**src/rtl/dpc_pkg.sv**
```systemverilog
package dpc_pkg;

   typedef enum logic [1:0] {
      ST_IDLE = 2'd0,
      ST_REL  = 2'd1,
      ST_APP  = 2'd2,
      ST_ACC  = 2'd3
   } dpc_state_e;

   typedef enum logic [1:0] {
      OP_NONE = 2'd0,
      OP_DEC  = 2'd1,
      OP_INC  = 2'd2
   } dpc_op_e;

endpackage

```
**src/rtl/dpc_thread_file.sv**
```systemverilog
module dpc_thread_file #(
   parameter int NUM_THREADS = 16,
   parameter int PC_W        = 16,
   parameter int TID_W       = 4
) (
   input  logic             clk,
   input  logic             rst_n,
   input  logic [TID_W-1:0] rd_tid,
   output logic [PC_W-1:0]  rd_pc,
   input  logic             wr_en,
   input  logic [TID_W-1:0] wr_tid,
   input  logic [PC_W-1:0]  wr_pc
);

   logic [PC_W-1:0] slot_pc [NUM_THREADS];

   // One register per hardware thread, cleared to the "never assigned" value
   for (genvar g = 0; g < NUM_THREADS; g++) begin : g_slot
      always_ff @(posedge clk or negedge rst_n) begin
         if (!rst_n) begin
            slot_pc[g] <= '0;
         end else if (wr_en && (wr_tid == TID_W'(g))) begin
            slot_pc[g] <= wr_pc;
         end
      end
   end

   always_comb begin
      rd_pc = '0;
      for (int i = 0; i < NUM_THREADS; i++) begin
         if (rd_tid == TID_W'(i)) rd_pc = slot_pc[i];
      end
   end

endmodule

```
**src/rtl/dpc_pc_table.sv**
```systemverilog
module dpc_pc_table
   import dpc_pkg::*;
#(
   parameter int ENTRIES = 4,
   parameter int PC_W    = 16,
   parameter int CNT_W   = 5,
   parameter int DCNT_W  = 3
) (
   input  logic              clk,
   input  logic              rst_n,
   input  dpc_op_e           op,
   input  logic [PC_W-1:0]   key,
   output logic [DCNT_W-1:0] live,
   output logic              ovf_pulse
);

   logic [ENTRIES-1:0] vld;
   logic [ENTRIES-1:0] hit;
   logic [ENTRIES-1:0] free_oh;
   logic               hit_any;
   logic               free_any;

   assign hit_any  = |hit;
   assign free_any = ~&vld;
   // lowest unused slot as a one-hot vector
   assign free_oh  = ~vld & (vld + ENTRIES'(1));

   for (genvar g = 0; g < ENTRIES; g++) begin : g_ent
      logic             v_q;
      logic [PC_W-1:0]  k_q;
      logic [CNT_W-1:0] c_q;

      assign vld[g] = v_q;
      assign hit[g] = v_q && (k_q == key);

      always_ff @(posedge clk or negedge rst_n) begin
         if (!rst_n) begin
            v_q <= 1'b0;
            k_q <= '0;
            c_q <= '0;
         end else begin
            case (op)
               OP_DEC: begin
                  if (hit[g]) begin
                     c_q <= c_q - CNT_W'(1);
                     if (c_q == CNT_W'(1)) v_q <= 1'b0;
                  end
               end
               OP_INC: begin
                  if (hit[g]) begin
                     c_q <= c_q + CNT_W'(1);
                  end else if (!hit_any && free_oh[g]) begin
                     v_q <= 1'b1;
                     k_q <= key;
                     c_q <= CNT_W'(1);
                  end
               end
               default: ;
            endcase
         end
      end
   end

   always_comb begin
      live = '0;
      for (int i = 0; i < ENTRIES; i++) live = live + DCNT_W'(vld[i]);
   end

   assign ovf_pulse = (op == OP_INC) && !hit_any && !free_any;

endmodule

```
**src/rtl/dpc_stats.sv**
```systemverilog
module dpc_stats #(
   parameter int ENTRIES = 4,
   parameter int DCNT_W  = 3,
   parameter int ACC_W   = 32,
   parameter int HIST_W  = 16
) (
   input  logic              clk,
   input  logic              rst_n,
   input  logic              tick,
   input  logic [DCNT_W-1:0] distinct,
   output logic [ACC_W-1:0]  acc,
   input  logic [DCNT_W-1:0] rd_idx,
   output logic [HIST_W-1:0] rd_cnt
);

   logic [HIST_W-1:0] bin_q [ENTRIES+1];

   always_ff @(posedge clk or negedge rst_n) begin
      if (!rst_n)    acc <= '0;
      else if (tick) acc <= acc + ACC_W'(distinct);
   end

   for (genvar b = 0; b <= ENTRIES; b++) begin : g_bin
      always_ff @(posedge clk or negedge rst_n) begin
         if (!rst_n) begin
            bin_q[b] <= '0;
         end else if (tick && (distinct == DCNT_W'(b))) begin
            bin_q[b] <= bin_q[b] + HIST_W'(1);
         end
      end
   end

   always_comb begin
      rd_cnt = '0;
      for (int i = 0; i <= ENTRIES; i++) begin
         if (rd_idx == DCNT_W'(i)) rd_cnt = bin_q[i];
      end
   end

endmodule

```
**src/rtl/dpc_counter.sv**
```systemverilog
module dpc_counter
   import dpc_pkg::*;
#(
   parameter int NUM_THREADS = 16,
   parameter int LANES       = 4,
   parameter int PC_W        = 16,
   parameter int ENTRIES     = 4,
   parameter int ACC_W       = 32,
   parameter int HIST_W      = 16,
   localparam int TID_W      = $clog2(NUM_THREADS),
   localparam int DCNT_W     = $clog2(ENTRIES + 1)
) (
   input  logic                   clk,
   input  logic                   rst_n,
   input  logic                   upd_valid,
   input  logic [LANES-1:0]       upd_lane_en,
   input  logic [LANES*TID_W-1:0] upd_tids,
   input  logic [PC_W-1:0]        upd_pc,
   output logic                   busy,
   output logic [DCNT_W-1:0]      distinct_cnt,
   output logic [ACC_W-1:0]       acc_total,
   output logic                   overflow,
   input  logic [DCNT_W-1:0]      hist_idx,
   output logic [HIST_W-1:0]      hist_cnt
);

   localparam int CNT_W  = $clog2(NUM_THREADS + 1);
   localparam int LANE_W = $clog2(LANES);

   if (NUM_THREADS < 2) begin : g_chk_thr
      $error("dpc_counter: NUM_THREADS must be at least 2");
   end
   if (LANES < 2 || LANES > NUM_THREADS) begin : g_chk_lanes
      $error("dpc_counter: LANES must lie in 2..NUM_THREADS");
   end
   if (ENTRIES < 1) begin : g_chk_ent
      $error("dpc_counter: ENTRIES must be at least 1");
   end
   if (PC_W < 2 || ACC_W < DCNT_W || HIST_W < 1) begin : g_chk_w
      $error("dpc_counter: width parameters out of range");
   end

   dpc_state_e             state_q;
   logic [LANE_W-1:0]      lane_q;
   logic [LANES-1:0]       en_q;
   logic [LANES*TID_W-1:0] tids_q;
   logic [PC_W-1:0]        pc_q;
   logic                   stop_q;
   logic                   ovf_q;

   logic [TID_W-1:0]       cur_tid;
   logic                   cur_en;
   logic                   last_lane;
   logic [PC_W-1:0]        old_pc;
   dpc_op_e                tbl_op;
   logic [PC_W-1:0]        tbl_key;
   logic                   tf_wr;
   logic                   stat_tick;
   logic                   ovf_pulse;

   assign cur_tid   = tids_q[lane_q*TID_W +: TID_W];
   assign cur_en    = en_q[lane_q];
   assign last_lane = (lane_q == LANE_W'(LANES - 1));

   // Decode the current lane into a table operation and a thread write
   always_comb begin
      tbl_op    = OP_NONE;
      tbl_key   = pc_q;
      tf_wr     = 1'b0;
      stat_tick = 1'b0;
      case (state_q)
         ST_REL: begin
            if (cur_en && !stop_q && (old_pc != '0)) begin
               tbl_op  = OP_DEC;
               tbl_key = old_pc;
            end
         end
         ST_APP: begin
            if (cur_en) begin
               tbl_op = OP_INC;
               tf_wr  = 1'b1;
            end
         end
         ST_ACC:  stat_tick = 1'b1;
         default: ;
      endcase
   end

   always_ff @(posedge clk or negedge rst_n) begin
      if (!rst_n) begin
         state_q <= ST_IDLE;
         lane_q  <= '0;
         en_q    <= '0;
         tids_q  <= '0;
         pc_q    <= '0;
         stop_q  <= 1'b0;
         ovf_q   <= 1'b0;
      end else begin
         ovf_q <= ovf_q | ovf_pulse;
         case (state_q)
            ST_IDLE: begin
               if (upd_valid) begin
                  en_q    <= upd_lane_en;
                  tids_q  <= upd_tids;
                  pc_q    <= upd_pc;
                  lane_q  <= '0;
                  stop_q  <= 1'b0;
                  state_q <= ST_REL;
               end
            end
            ST_REL: begin
               if (cur_en && !stop_q && (old_pc == '0)) stop_q <= 1'b1;
               if (last_lane) begin
                  lane_q  <= '0;
                  state_q <= ST_APP;
               end else begin
                  lane_q <= lane_q + LANE_W'(1);
               end
            end
            ST_APP: begin
               if (last_lane) begin
                  lane_q  <= '0;
                  state_q <= ST_ACC;
               end else begin
                  lane_q <= lane_q + LANE_W'(1);
               end
            end
            default: state_q <= ST_IDLE;
         endcase
      end
   end

   dpc_thread_file #(
      .NUM_THREADS (NUM_THREADS),
      .PC_W        (PC_W),
      .TID_W       (TID_W)
   ) u_threads (
      .clk    (clk),
      .rst_n  (rst_n),
      .rd_tid (cur_tid),
      .rd_pc  (old_pc),
      .wr_en  (tf_wr),
      .wr_tid (cur_tid),
      .wr_pc  (pc_q)
   );

   dpc_pc_table #(
      .ENTRIES (ENTRIES),
      .PC_W    (PC_W),
      .CNT_W   (CNT_W),
      .DCNT_W  (DCNT_W)
   ) u_table (
      .clk       (clk),
      .rst_n     (rst_n),
      .op        (tbl_op),
      .key       (tbl_key),
      .live      (distinct_cnt),
      .ovf_pulse (ovf_pulse)
   );

   dpc_stats #(
      .ENTRIES (ENTRIES),
      .DCNT_W  (DCNT_W),
      .ACC_W   (ACC_W),
      .HIST_W  (HIST_W)
   ) u_stats (
      .clk      (clk),
      .rst_n    (rst_n),
      .tick     (stat_tick),
      .distinct (distinct_cnt),
      .acc      (acc_total),
      .rd_idx   (hist_idx),
      .rd_cnt   (hist_cnt)
   );

   assign busy     = (state_q != ST_IDLE);
   assign overflow = ovf_q;

endmodule

```
**config.mk**
```make
export PLATFORM = sky130hd
export DESIGN_NAME = dpc_counter
export DESIGN_NICKNAME = d
export VERILOG_FILES = /design/src/rtl/dpc_pkg.sv /design/src/rtl/dpc_thread_file.sv /design/src/rtl/dpc_pc_table.sv /design/src/rtl/dpc_stats.sv /design/src/rtl/dpc_counter.sv
export SDC_FILE = /design/constraint.sdc
export NUM_CORES = 1
export LEC_CHECK = 0
export ABC_AREA = 1
export ABC_CLOCK_PERIOD_IN_PS = 3800
export CAP_MARGIN = 20
export CORE_MARGIN = 1.5
export CORE_UTILIZATION = 50
export DETAILED_ROUTE_END_ITERATION = 10
export PLACE_DENSITY_LB_ADDON = 0.08
export SYNTH_ARGS = -nofsm -noshare
export SYNTH_HDL_FRONTEND = slang
export SYNTH_SLANG_ARGS = --single-unit
```
**constraint.sdc**
```tcl
create_clock -name clk -period 3.8 [get_ports clk]
set_clock_uncertainty 0.2 [all_clocks]
set_input_delay 0.57 -clock clk [delete_from_list [all_inputs] [get_ports clk]]
set_output_delay 0.57 -clock clk [all_outputs]
set_load 0.005 [all_outputs]
```
[After elaboration in Yosys (flattened, before gate mapping)]
Index checks and enable logic that the tools add are counted.
Storage, ports and cells
  word-level logic and storage cells: 272
  flip-flop bits (word level): 498
Cells by class
  $lt $le $gt $ge: 1
  reduce and logical (&&, ||, !) cells: 65
  bitwise gates (word level): 7
  muxes and demuxes: 77
  shift operators: 1
  equality and inequality tests: 61
  $add $sub $neg: 19
Operator list (number)
  $mux 16: 23
  $add 16x1->16 const B: 5
  $eq 16x16->1: 4
  $mux 5: 12
  $pmux 5 s2: 4
  $logic_and 1x1->1: 34
  $add 32x3->32: 1
  $eq 4x4->1 const B: 8
  $reduce_and 3->1: 10
  $ne 2x1->1 const B: 12
  $mux 1: 23
  $add 5x1->5 const B: 4
  $eq 5x1->1 const B: 4
  $reduce_and 5->1: 4
  $sub 5x1->5 const B: 4
  $eq 4x3->1 const B: 4
  $logic_not 16->1: 1
  $ne 2x2->1 const B: 8
  $reduce_bool 16->1: 1
  $shiftx 16x5->4: 1
  $eq 3x2->1 const B: 4
  $mux 2: 6
  $ne 3x1->1 const B: 4
  $pmux 1 s2: 5
  other kinds (27): 45

[Logic depth before layout (Yosys ltp)]
Gate-level depths: netlist (run 1).
  depth after elaboration: 30
  gate-level depth with buffers: 39
  mapped depth without buffers: 37

[Modules after synthesis]
Synthesis (run 1) repeated with hierarchy kept, for this count alone.
Unflattened totals
  cell total of the unflattened synthesis: 3353
  area total of the unflattened synthesis: 26070.0 um^2
Modules (own cells, without submodules)
  dpc_thread_file: sequential area each 6406.1 um^2, cells each 1395, instances 1, area each 11297.1 um^2
  dpc_stats: sequential area each 2802.7 um^2, cells each 871, instances 1, area each 6601.3 um^2
  dpc_pc_table: sequential area each 2202.1 um^2, cells each 862, instances 1, area each 5992.0 um^2
  dpc_counter: sequential area each 1051.0 um^2, cells each 225, instances 1, area each 2179.6 um^2

[Least setup slack after synthesis (run 1)]
No wires, ideal clock.
  kind: reg2reg
  from: register u_table.g_ent[1].v_q
  to: register u_stats.acc[31]
  arrival time: 3831 ps
  required time: 3477 ps
  setup slack: -353 ps
  cell stages (with the launch flop): 21
  path through: dfrtp_1 -> inv_1 -> ha_1 -> fa_1 -> inv_1 -> ha_1 -> ha_1 -> a31oi_1 -> nor2_1 -> nand3_1 -> nor2_1 -> nand3_1 -> nor2_1 -> nand3_1 -> nor3_1 -> and2_1 -> nand4_1 -> nand3b_1 -> nor2_1 -> nand3_1 -> xnor2_1
Between the ends
  cells in the longest elaborated chain, start to end: 4
RTL lines
  from (decl): line dpc_pc_table.sv:29  | logic v_q;
  from (signal assigned): line dpc_pc_table.sv:38  | v_q <= 1'b0;
  from (signal assigned): line dpc_pc_table.sv:46  | if (c_q == CNT_W'(1)) v_q <= 1'b0;
  from (signal assigned): line dpc_pc_table.sv:53  | v_q <= 1'b1;
  $add 1x1->2: line dpc_pc_table.sv:66  | for (int i = 0; i < ENTRIES; i++) live = live + DCNT_W'(vld[i]);
  $add 3x1->3 (2 in series): line dpc_pc_table.sv:66
  net distinct_cnt[1]: line dpc_counter.sv:20  | output logic [DCNT_W-1:0] distinct_cnt,
  $add 32x3->32: line dpc_stats.sv:20  | else if (tick) acc <= acc + ACC_W'(distinct);
  to (signal assigned): line dpc_stats.sv:20
  to (decl): line dpc_stats.sv:11  | output logic [ACC_W-1:0] acc,
The timed path passes the listed nets, and every way through them passes these cells.
A chain may end at the register's enable or synchronous reset.

[Final worst setup path (run 1)]
  from: register lane_q[0]
  to: register u_table.g_ent[3].k_q[12]
Between the ends
  cells in the longest elaborated chain, start to end: 28
  elaborated cells between the ends (all ways): 57
  classes of those cells: eq/ne (20); shift (1); mux (23); bitwise (1); reduce/logical (12)
RTL lines
  from (decl): line dpc_counter.sv:44  | logic [LANE_W-1:0] lane_q;
  from (signal assigned): line dpc_counter.sv:117  | lane_q <= lane_q + LANE_W'(1);
  from (signal assigned): line dpc_counter.sv:125  | lane_q <= lane_q + LANE_W'(1);
  $shiftx 16x5->4: line dpc_counter.sv:61  | assign cur_tid = tids_q[lane_q*TID_W +: TID_W];
  $logic_not 4->1: line dpc_thread_file.sv:31  | if (rd_tid == TID_W'(i)) rd_pc = slot_pc[i];
  $mux 16 (16 in series): line dpc_thread_file.sv:31
  $reduce_bool 16->1: line dpc_counter.sv:73  | if (cur_en && !stop_q && (old_pc != '0)) begin
  $logic_and 1x1->1: line dpc_counter.sv:73
  $mux 16: line dpc_counter.sv:73
  $mux 16: line dpc_counter.sv:71  | case (state_q)
  $eq 16x16->1: line dpc_pc_table.sv:34  | assign hit[g] = v_q && (k_q == key);
  $logic_and 1x1->1: line dpc_pc_table.sv:34
  $reduce_or 4->1: line dpc_pc_table.sv:23  | assign hit_any = |hit;
  $logic_not 1->1: line dpc_pc_table.sv:52  | end else if (!hit_any && free_oh[g]) begin
  $logic_and 1x1->1: line dpc_pc_table.sv:52
  $reduce_and 3->1 (no line)
  to (signal assigned): line dpc_pc_table.sv:54  | k_q <= key;
  to (decl): line dpc_pc_table.sv:30  | logic [PC_W-1:0] k_q;
Parallel ways exist; a longest one is shown, timed or not. The select of a mux whose other input is x is not followed.

==> impl_metrics.yaml, run 1 <==
status:
  status: "finished with violations"
  violations: "setup timing"
yosys:
  synth_seq_cells: 498
  ys_seq_area_share_pct: 49.38
  synthesis.nets: 3293
  postSynthAreaPerCell_um2: 7.840
  async_flop_share_pct: 100.0
  synthFlopType: "dfrtp_1"
  synth_area_um2: 25240
  synth.distinct_cells: 50
  synth_cells: 3219
  synth_enable_flop_cells: 0
  yosysWarnings: 0
routing:
  drt-pass1-iter-count: 6
  postRouteAntennaNets: 0
  drc: 0
  routedWlPerCell_um: 17.71
  vias: 23733
  wirelength_mm: 77.89
  via_per_inst: 5.398
  drt_iter0_markers: 1912
critical_path:
  worstPathArrival_ns: 5.61
  reg2reg_to: "u_table.g_ent[3].k_q[12]"
  slowest_stage: "dfrtp_2"
  r2r_start: "lane_q[0]"
  cp.required_ns: 4.13
  max_stage_delay_ns: 0.44
  worst_setup_path_start_kind: "flop"
  path_max_fanout: 10
  crit_path_end: "u_table.g_ent[3].k_q[12]"
  end_kind: "flop"
  r2r_cells: 40
  crit_start: "lane_q[0]"
  r2r_slack_ns: -1.48
  crit_type: "reg -> reg"
floorplanning:
  die_w_um: 227.7
  die_y_um: 227.7
  dieArea_um2: 51830
  rows: 82
  num_io_pins: 95
  start_util_pct: 50.51
  coreArea_um2: 49970
layout:
  syn_to_final_growth_pct: 36.07
  final_area_um2: 34340
  final_cells: 4397
  fillers: 3957
  drive_above_1_share_pct: 25.72
  num_antenna_cells: 0
  fin_nets: 3754
power:
  ir_drop_mv: 0.5249
  p_leak_nw: 16.50
  p_per_area_nw_per_um2: 841.5
place:
  place_area_um2: 29130
  place_hpwl_mm: 51.20
  portBuffers: 94
  place_inst: 4168
  place_congestion: 0.9149
timing:
  max_slew_margin_pct: 33.43
  rsz0062_at_grt: "true"
  setup_tns_ns: -123.53
  hold_viol: 0
  fin_crit_sh_pct: 138.9
  drv_slew: 0
  max_slew.worst_pin.slew_ns: 0.9961
  fin_ws_ns: -1.478
  setup_viol: 94
  layout_min_cycle_time_ns: 5.278
  max_clock_freq_ghz: 0.1895
clocking:
  clock-sinks: 498
  clkTransAtPathRegs_ns: 0.06
  cts_buffers: 55
  cts_tree: "built"
  worstSkewPairLatency_ns: 0.62
  h-tree-depth: 2
  cts_buffer_depth: 3
  ctsRootBufferMaster: "clkbuf_16"
job:
  maxCapViolCount: 0
min_path:
  hold_path.class: "reg -> reg"
global_route:
  grtUsageTotal_pct: 30.01
  grt_antenna_before_repair: 0
  gr-total-overflow: 0
  grt_pass1_vias: 23222
  grt_pass1_wl_mm: 122.4
  grt_max_degree: 82
==> kinds of logic (layout without fill, tap and decap cells) <==
group | count (synthesis) | in the layout | synth area share [%]
simple gates | 1669 | 1671 | 28.09
xor+xnor | 113 | 113 | 3.921
mux | 19 | 19 | 0.8378
flops | 498 | 498 | 49.38
compound gates | 452 | 452 | 9.276
fa+ha+maj | 32 | 32 | 1.646
buf+inv | 436 | 940 | 6.846
==> synth_stat cells, types with 6 or more instances <==
cell      instances  share of area, %
xor2_1           77               2.7
xnor2_1          36               1.2
ha_1             30               1.5
buf_4            11              0.33
o21ai_1          51               1.0
nand2_2          19              0.47
nand3_1         229               4.5
mux2_2           17              0.76
nor2_1          232               3.5
nor2_2            6              0.15
or2_2             9              0.22
a21oi_1          61               1.2
o22ai_1          14              0.35
nand2_1        1021                15
inv_1           298               4.4
clkbuf_1         93               1.4
o21ai_0         302               6.0
nor3_1           33              0.65
nand3b_1         13              0.39
or2_0            12              0.30
nor4_1            7              0.17
o211ai_1          6              0.18
nand3_2           6              0.24
buf_2            16              0.32
nand4_1          64               1.6
inv_2            12              0.18
dfrtp_1         498                49
==> worst max-delay path: cells and delay by family (launching register included) <==
family | cells | cell delay [ns]
AO/OA/AOI/OAI | 1 | 0.07
buffers and inverters | 9 | 1.33
flip-flops | 1 | 0.44
AND/OR/NAND/NOR | 30 | 3.15
==> routing by layer <==
layer	GRT usage, %	up-vias	share of wire [%]
met4	9.912	0	3.1
li1	-	11241	-
met1	42.53	11487	45
met5	1.328	-	0
met3	5.721	181	7.3
met2	46.20	824	45
==> how the worst min path moves through the flow <==
stage                                from               endpoint  slack [ns]  cells after the start
floorplan                           rst_n                en_q[0]        0.07                      0
global placement    u_threads.slot_pc[65]  u_threads.slot_pc[65]        0.26                      2
detailed placement      u_stats.bin_q[69]      u_stats.bin_q[69]        0.26                      1
CTS                     u_stats.bin_q[69]      u_stats.bin_q[69]        0.27                      1
global route            u_stats.bin_q[69]      u_stats.bin_q[69]        0.28                      1
finish                  u_stats.bin_q[69]      u_stats.bin_q[69]        0.27                      1
==> repair_timing <==
| action | CTS | global route |
|---|---|---|
| resized for setup | 312 | 257 |
| cloned | 14 | 1 |
| endpoints found under the hold margin | 58 | 0 |
| endpoints found under the setup margin | 97 | 102 |
| pin swaps | 62 | 107 |
| hold buffers | 1 | 0 |
| buffers inserted | 91 | 34 |
==> flip-flops by register name (all words and copies together), names as in the netlist, 4 cells and up <==
name               cells
en_q                   4
u_stats.acc           32
u_stats.bin_q         80
u_table.g_ent.k_q     64
u_table.g_ent.v_q      4
pc_q                  16
u_table.g_ent.c_q     20
u_threads.slot_pc    256
tids_q                16
==> layout make-up <==
cell class | instances | area (um^2) | share of cell area [%]
multi-input cells | 2287 | 12910 | 37.60
flip-flops and latches | 498 | 12460 | 36.30
repair buffers | 526 | 4974 | 14.48
clock buffers | 84 | 1697 | 4.940
inverters | 311 | 1187 | 3.458
well taps | 672 | 840.8 | 2.448
clock inverters | 18 | 259.0 | 0.7542
repair inverters | 1 | 7.507 | 0.02186
==> stage by stage <==
stage          util (%)  hold WS (ns)  worst slack (ns)  power (mW)
2_1_floorplan         -       0.07441           -0.2357       14.56
3_3_place_gp      58.30        0.2593            -1.526       19.61
3_5_place_dp      58.30        0.2565            -1.696       19.86
4_1_cts           66.47        0.2684            -1.197       27.43
5_1_grt           68.73        0.2813            -1.637       30.72
6_report          68.73        0.2678            -1.478       28.90
==> layout by cell type (no fill, tap or decap), types with 7 or more instances in the layout <==
cell,synthesis,routed
buf_4,11,327
nand3_4,0,13
nand3_1,229,171
nor2_4,4,32
xor2_1,77,77
nand3b_1,13,13
clkinv_2,0,9
clkbuf_1,93,9
nor3_1,33,27
o21ai_2,0,48
ha_1,30,24
inv_1,298,288
mux2_2,17,17
nor4_1,7,7
buf_12,0,27
nor2_2,6,27
clkdlybuf4s50_1,0,93
o22ai_1,14,13
inv_2,12,16
nand4_1,64,64
o21ai_0,302,280
or2_2,9,9
dfrtp_1,498,496
clkbuf_16,0,58
o21ai_1,51,22
xnor2_1,36,34
or2_0,12,12
buf_8,0,9
nand2_2,19,103
nor2_1,232,185
nand2_4,2,65
nand2_1,1021,869
buf_6,4,61
clkbuf_8,0,19
nand3_2,6,51
a21oi_1,61,56
==> where the power goes <==
part / internal [mW] / total (mW) / switching (mW)
clock: 3.47 / 5.70 / 2.23
sequential: 6.95 / 8.13 / 1.18
combinational: 6.39 / 15.1 / 8.68
total: 16.8 / 28.9 / 12.1
Power figures use the tool's default switching activity.
==> run 2, diff against run 1 <==
- CAP_MARGIN: 20 -> default
==> run 2 against run 1 <==
Effect of this change: the flow still finishes with violations (setup timing); hold slack improved by 0.0014 ns; largest cell class unchanged; design area decreased by 0.95%; critical path depth unchanged; largest power group unchanged; count of clock-buffer cells in the layout unchanged; utilization decreased by 0.65 points; non-clock buffer count decreased by 7; cell count decreased by 0.16%; maximum frequency increased by 0.31%; highest routed layer unchanged.
==> impl_metrics.yaml, run 2 (synthesis results as in run 1) <==
status:
  status: "finished with violations"
  violations: "setup timing"
routing:
  postRouteAntennaNets: 0
  drt-pass1-iter-count: 8
  drt_iter0_markers: 2060
  routedWlPerCell_um: 17.65
  wirelength_mm: 77.47
  via_per_inst: 5.399
  drc: 0
  vias: 23702
timing:
  hold_viol: 0
  fin_crit_sh_pct: 138.5
  drv_slew: 0
  setup_tns_ns: -121.75
  max_slew_margin_pct: 28.73
  max_slew.worst_pin.slew_ns: 1.067
  setup_viol: 95
  max_clock_freq_ghz: 0.1901
  rsz0062_at_grt: "true"
  layout_min_cycle_time_ns: 5.262
  fin_ws_ns: -1.462
job:
  maxCapViolCount: 0
clocking:
  worstSkewPairLatency_ns: 0.62
  ctsRootBufferMaster: "clkbuf_16"
  cts_buffer_depth: 3
  clock-sinks: 498
  h-tree-depth: 2
  clkTransAtPathRegs_ns: 0.06
  cts_tree: "built"
  cts_buffers: 55
critical_path:
  cp_num_buf_inv: 10
  path_common_cell: "nand2_1"
  worst_setup_path_start_kind: "flop"
  worstPathArrival_ns: 5.57
  max_stage_delay_ns: 0.44
  end_kind: "flop"
  path_max_fanout: 10
  slowest_stage: "dfrtp_2"
  crit_family: "simple AND/OR/NAND/NOR gates"
  crit_type: "reg -> reg"
  cp.required_ns: 4.10
floorplanning:
  rows: 82
  die_w_um: 227.7
  die_y_um: 227.7
  dieArea_um2: 51830
  num_io_pins: 95
  start_util_pct: 50.51
  coreArea_um2: 49970
place:
  place_congestion: 0.9149
  portBuffers: 94
  place_area_um2: 29130
  pre_cts_slack_ns: -1.696
  place_hpwl_mm: 51.20
power:
  p_per_area_nw_per_um2: 842.0
  ir_drop_mv: 0.5182
  p_leak_nw: 16.36
layout:
  drive_above_1_share_pct: 24.80
  final_cell_mix: "nand2_1 (884), dfrtp_1 (496), buf_4 (327)"
  regArea_um2: 12460
  num_antenna_cells: 0
  multi_input_comb_area_um2: 12720
  largest_reg_flops: 256
  top_regs: "u_threads.slot_pc (256), u_stats.bin_q (80), u_table.g_ent.k_q (64)"
  final_area_um2: 34020
  top_register: "u_threads.slot_pc"
  fin_nets: 3747
  final_common_cell: "nand2_1"
  fillers: 4009
  syn_to_final_growth_pct: 34.78
global_route:
  grtUsageTotal_pct: 30.01
  grt_pass1_wl_mm: 122.4
  grt_antenna_before_repair: 0
  grt_max_degree: 82
  gr-total-overflow: 0
  grt_pass1_vias: 23222
min_path:
  hold_path.class: "reg -> reg"
-- run 2: timing repair --
item,CTS,global route
pin swaps,62,104
gates cloned,14,0
hold buffers,1,0
setup buffers,91,31
resized for setup,312,203
endpoints found under the setup margin,97,102
hold endpoints to repair,58,0
-- run 2: path summary, 6_finish.rpt --
kind                                         from                       end  slack, ns  cells past startpoint
worst max register to register          lane_q[0]  u_table.g_ent[3].k_q[12]      -1.46                     40
max in group asynchronous                   rst_n   u_table.g_ent[0].k_q[7]       2.01                      4
worst max-delay path                    lane_q[0]  u_table.g_ent[3].k_q[12]      -1.46                     40
worst min-delay path            u_stats.bin_q[69]         u_stats.bin_q[69]       0.27                      1
worst min register to register  u_stats.bin_q[69]         u_stats.bin_q[69]       0.27                      1
min in group asynchronous                   rst_n    u_threads.slot_pc[180]       0.33                      2
-- run 2: metal layers --
layer | vias to the layer above | GRT usage (%) | part of all wire, %
met5 | - | 1.328 | 0
met4 | 0 | 9.912 | 3.1
met3 | 192 | 5.721 | 7.6
met2 | 875 | 46.20 | 45
met1 | 11407 | 42.53 | 45
li1 | 11228 | - | -
-- run 2: metrics by stage --
stage	util [%]	hold WS, ns	instances	power [mW]
floorplan	-	0.07441	3219	14.56
global placement	58.30	0.2593	4168	19.61
detailed placement	58.30	0.2565	4168	19.86
CTS	66.47	0.2684	4375	27.43
global route	68.08	0.2813	4390	30.46
finish	68.08	0.2691	4390	28.64
-- run 2: cell type report --
cell class / count / area share, %
timing repair inverter: 1 / 0.02207
multi-input combinational: 2287 / 37.38
inverter: 311 / 3.491
sequential: 498 / 36.64
clock buffer: 84 / 4.988
timing repair buffer: 519 / 14.24
clock inverter: 18 / 0.7614
tap: 672 / 2.472
-- run 2: power by group --
group	leakage [nW]	switching, mW	internal, mW	total [mW]
logic	8.80	8.56	6.27	14.8
registers	6.59	1.16	6.95	8.11
clock network	0.973	2.23	3.47	5.70
total	16.4	11.9	16.7	28.6
==> run 3, diff against run 2 <==
- ABC_CLOCK_PERIOD_IN_PS: 3800 -> 4500
- clock period: 3.8 -> 4.5 ns (I/O delays scaled with it)
==> run 3 against run 2 <==
Effect of this change: critical path type unchanged; setup slack improved by 0.68 ns; first-iteration DRC count rose by 4.4%; clock power fell by 25%; sequential share of layout area rose by 1.4 points; die area did not move; cell count fell by 1.8%; register-to-register slack improved by 0.68 ns; wire length fell by 3.5%; design area fell by 3.6%; maximum frequency fell by 0.34%; critical path depth fell by 3; combinational power fell by 17%; the run still ends with setup timing left.
==> impl_metrics.yaml, run 3 (synthesis results as in run 1) <==
critical_path:
  cp.required_ns: 4.80
  r2r_cells: 37
  max_stage_delay_ns: 0.44
  end_kind: "flop"
  worst_setup_path_start_kind: "flop"
  worstPathArrival_ns: 5.58
  slowest_stage: "dfrtp_2"
  path_max_fanout: 8
  path_common_cell: "buf_6"
  crit_type: "reg -> reg"
floorplanning:
  coreArea_um2: 49970
  start_util_pct: 50.51
  dieArea_um2: 51830
  die_y_um: 227.7
  num_io_pins: 95
  rows: 82
  die_w_um: 227.7
global_route:
  grtUsageTotal_pct: 28.60
  grt_pass1_vias: 21966
  grt_pass1_wl_mm: 116.8
  gr-total-overflow: 0
  grt_antenna_before_repair: 1
  grt_max_degree: 87
place:
  place_hpwl_mm: 49.86
  place_congestion: 0.9197
  portBuffers: 94
  place_inst: 4129
routing:
  vias: 23171
  drc: 0
  postRouteAntennaNets: 0
  drt-pass1-iter-count: 6
  drt_iter0_markers: 2150
  routedWlPerCell_um: 17.35
  wirelength_mm: 74.78
  via_per_inst: 5.376
timing:
  max_clock_freq_ghz: 0.1894
  layout_min_cycle_time_ns: 5.280
  max_slew.worst_pin.slew_ns: 1.018
  fin_crit_sh_pct: 117.3
  hold_viol: 0
  drv_slew: 0
  setup_tns_ns: -58.44
  setup_viol: 89
  fin_ws_ns: -0.7799
  rsz0062_at_grt: "true"
  max_slew_margin_pct: 31.98
clocking:
  ctsRootBufferMaster: "clkbuf_16"
  cts_buffer_depth: 3
  clock-sinks: 498
  cts_buffers: 54
  h-tree-depth: 2
  worstSkewPairLatency_ns: 0.62
  clkTransAtPathRegs_ns: 0.06
  cts_tree: "built"
power:
  ir_drop_mv: 0.4917
  p_leak_nw: 15.75
  p_per_area_nw_per_um2: 710.9
  finalPower_mw: 23.31
layout:
  top_regs: "u_threads.slot_pc (256), u_stats.bin_q (80), u_table.g_ent.k_q (64)"
  final_cell_mix: "nand2_1 (901), dfrtp_1 (497), inv_1 (296)"
  syn_to_final_growth_pct: 29.94
  final_common_cell: "nand2_1"
  final_cells: 4310
  largest_reg_flops: 256
  fin_nets: 3676
  drive_above_1_share_pct: 21.14
  num_antenna_cells: 0
  top_register: "u_threads.slot_pc"
min_path:
  worst_hold_path.num_cells: 1
  hold_path.class: "reg -> reg"
status:
  status: "finished with violations"
  violations: "setup timing"
job:
  maxCapViolCount: 0
-- run 3: worst max-delay path: cells and delay by family (launching register included) --
kind | cells | cell delay, ns
buffers and inverters | 12 | 1.67
and+or+nand+nor | 24 | 2.74
AOI/OAI and AO/OA | 1 | 0.07
DFF | 1 | 0.44
-- run 3: worst paths after layout --
| path | start | end | slack, ns |
|---|---|---|---|
| max reg2reg | lane_q[0] | u_table.g_ent[3].k_q[0] | -0.78 |
| min in group asynchronous | rst_n | u_threads.slot_pc[244] | 0.45 |
| max in group asynchronous | rst_n | u_table.g_ent[0].k_q[15] | 2.69 |
| min | u_stats.bin_q[55] | u_stats.bin_q[55] | 0.27 |
| max | lane_q[0] | u_table.g_ent[3].k_q[0] | -0.78 |
| min reg2reg | u_stats.bin_q[55] | u_stats.bin_q[55] | 0.27 |
-- run 3: metrics by stage --
stage / area, um^2 / util, % / worst slack [ns] / hold slack [ns]
2_1_floorplan: 25240 / - / 0.3466 / 0.1794
3_3_place_gp: 28690 / 57.42 / -1.129 / 0.2581
3_5_place_dp: 28690 / 57.42 / -1.122 / 0.2615
4_1_cts: 31460 / 62.97 / -0.6079 / 0.2728
5_1_grt: 32790 / 65.63 / -1.029 / 0.2964
6_report: 32790 / 65.63 / -0.7799 / 0.2715
-- run 3: what timing repair did --
item | in CTS | in global routing
endpoints found under the hold margin | 72 | 0
setup buffers | 51 | 26
gates resized for setup | 139 | 267
hold buffers | 1 | 0
gates cloned | 6 | 8
pin swaps | 47 | 94
endpoints found under the setup margin | 90 | 96
-- run 3: cell type report --
cell class | count | area [um^2]
clock buffer | 86 | 1632
clock inverter | 6 | 46.29
fill | 4230 | 17170
inverter | 311 | 1181
multi-input combinational | 2289 | 12420
sequential | 498 | 12460
tap | 672 | 840.8
timing repair buffer | 448 | 4210
-- run 3: power breakdown --
part | switching, mW | internal [mW]
registers | 0.919 | 5.84
logic | 7.09 | 5.18
clock network | 1.83 | 2.46
total | 9.84 | 13.5
-- run 3: metal layers --
metal	vias up	global-route usage [%]	share of wire, %
li1	11074	-	-
met1	11223	42.57	47
met2	717	43.15	44
met3	157	4.988	7.1
met4	0	7.392	2.7
met5	-	0	0
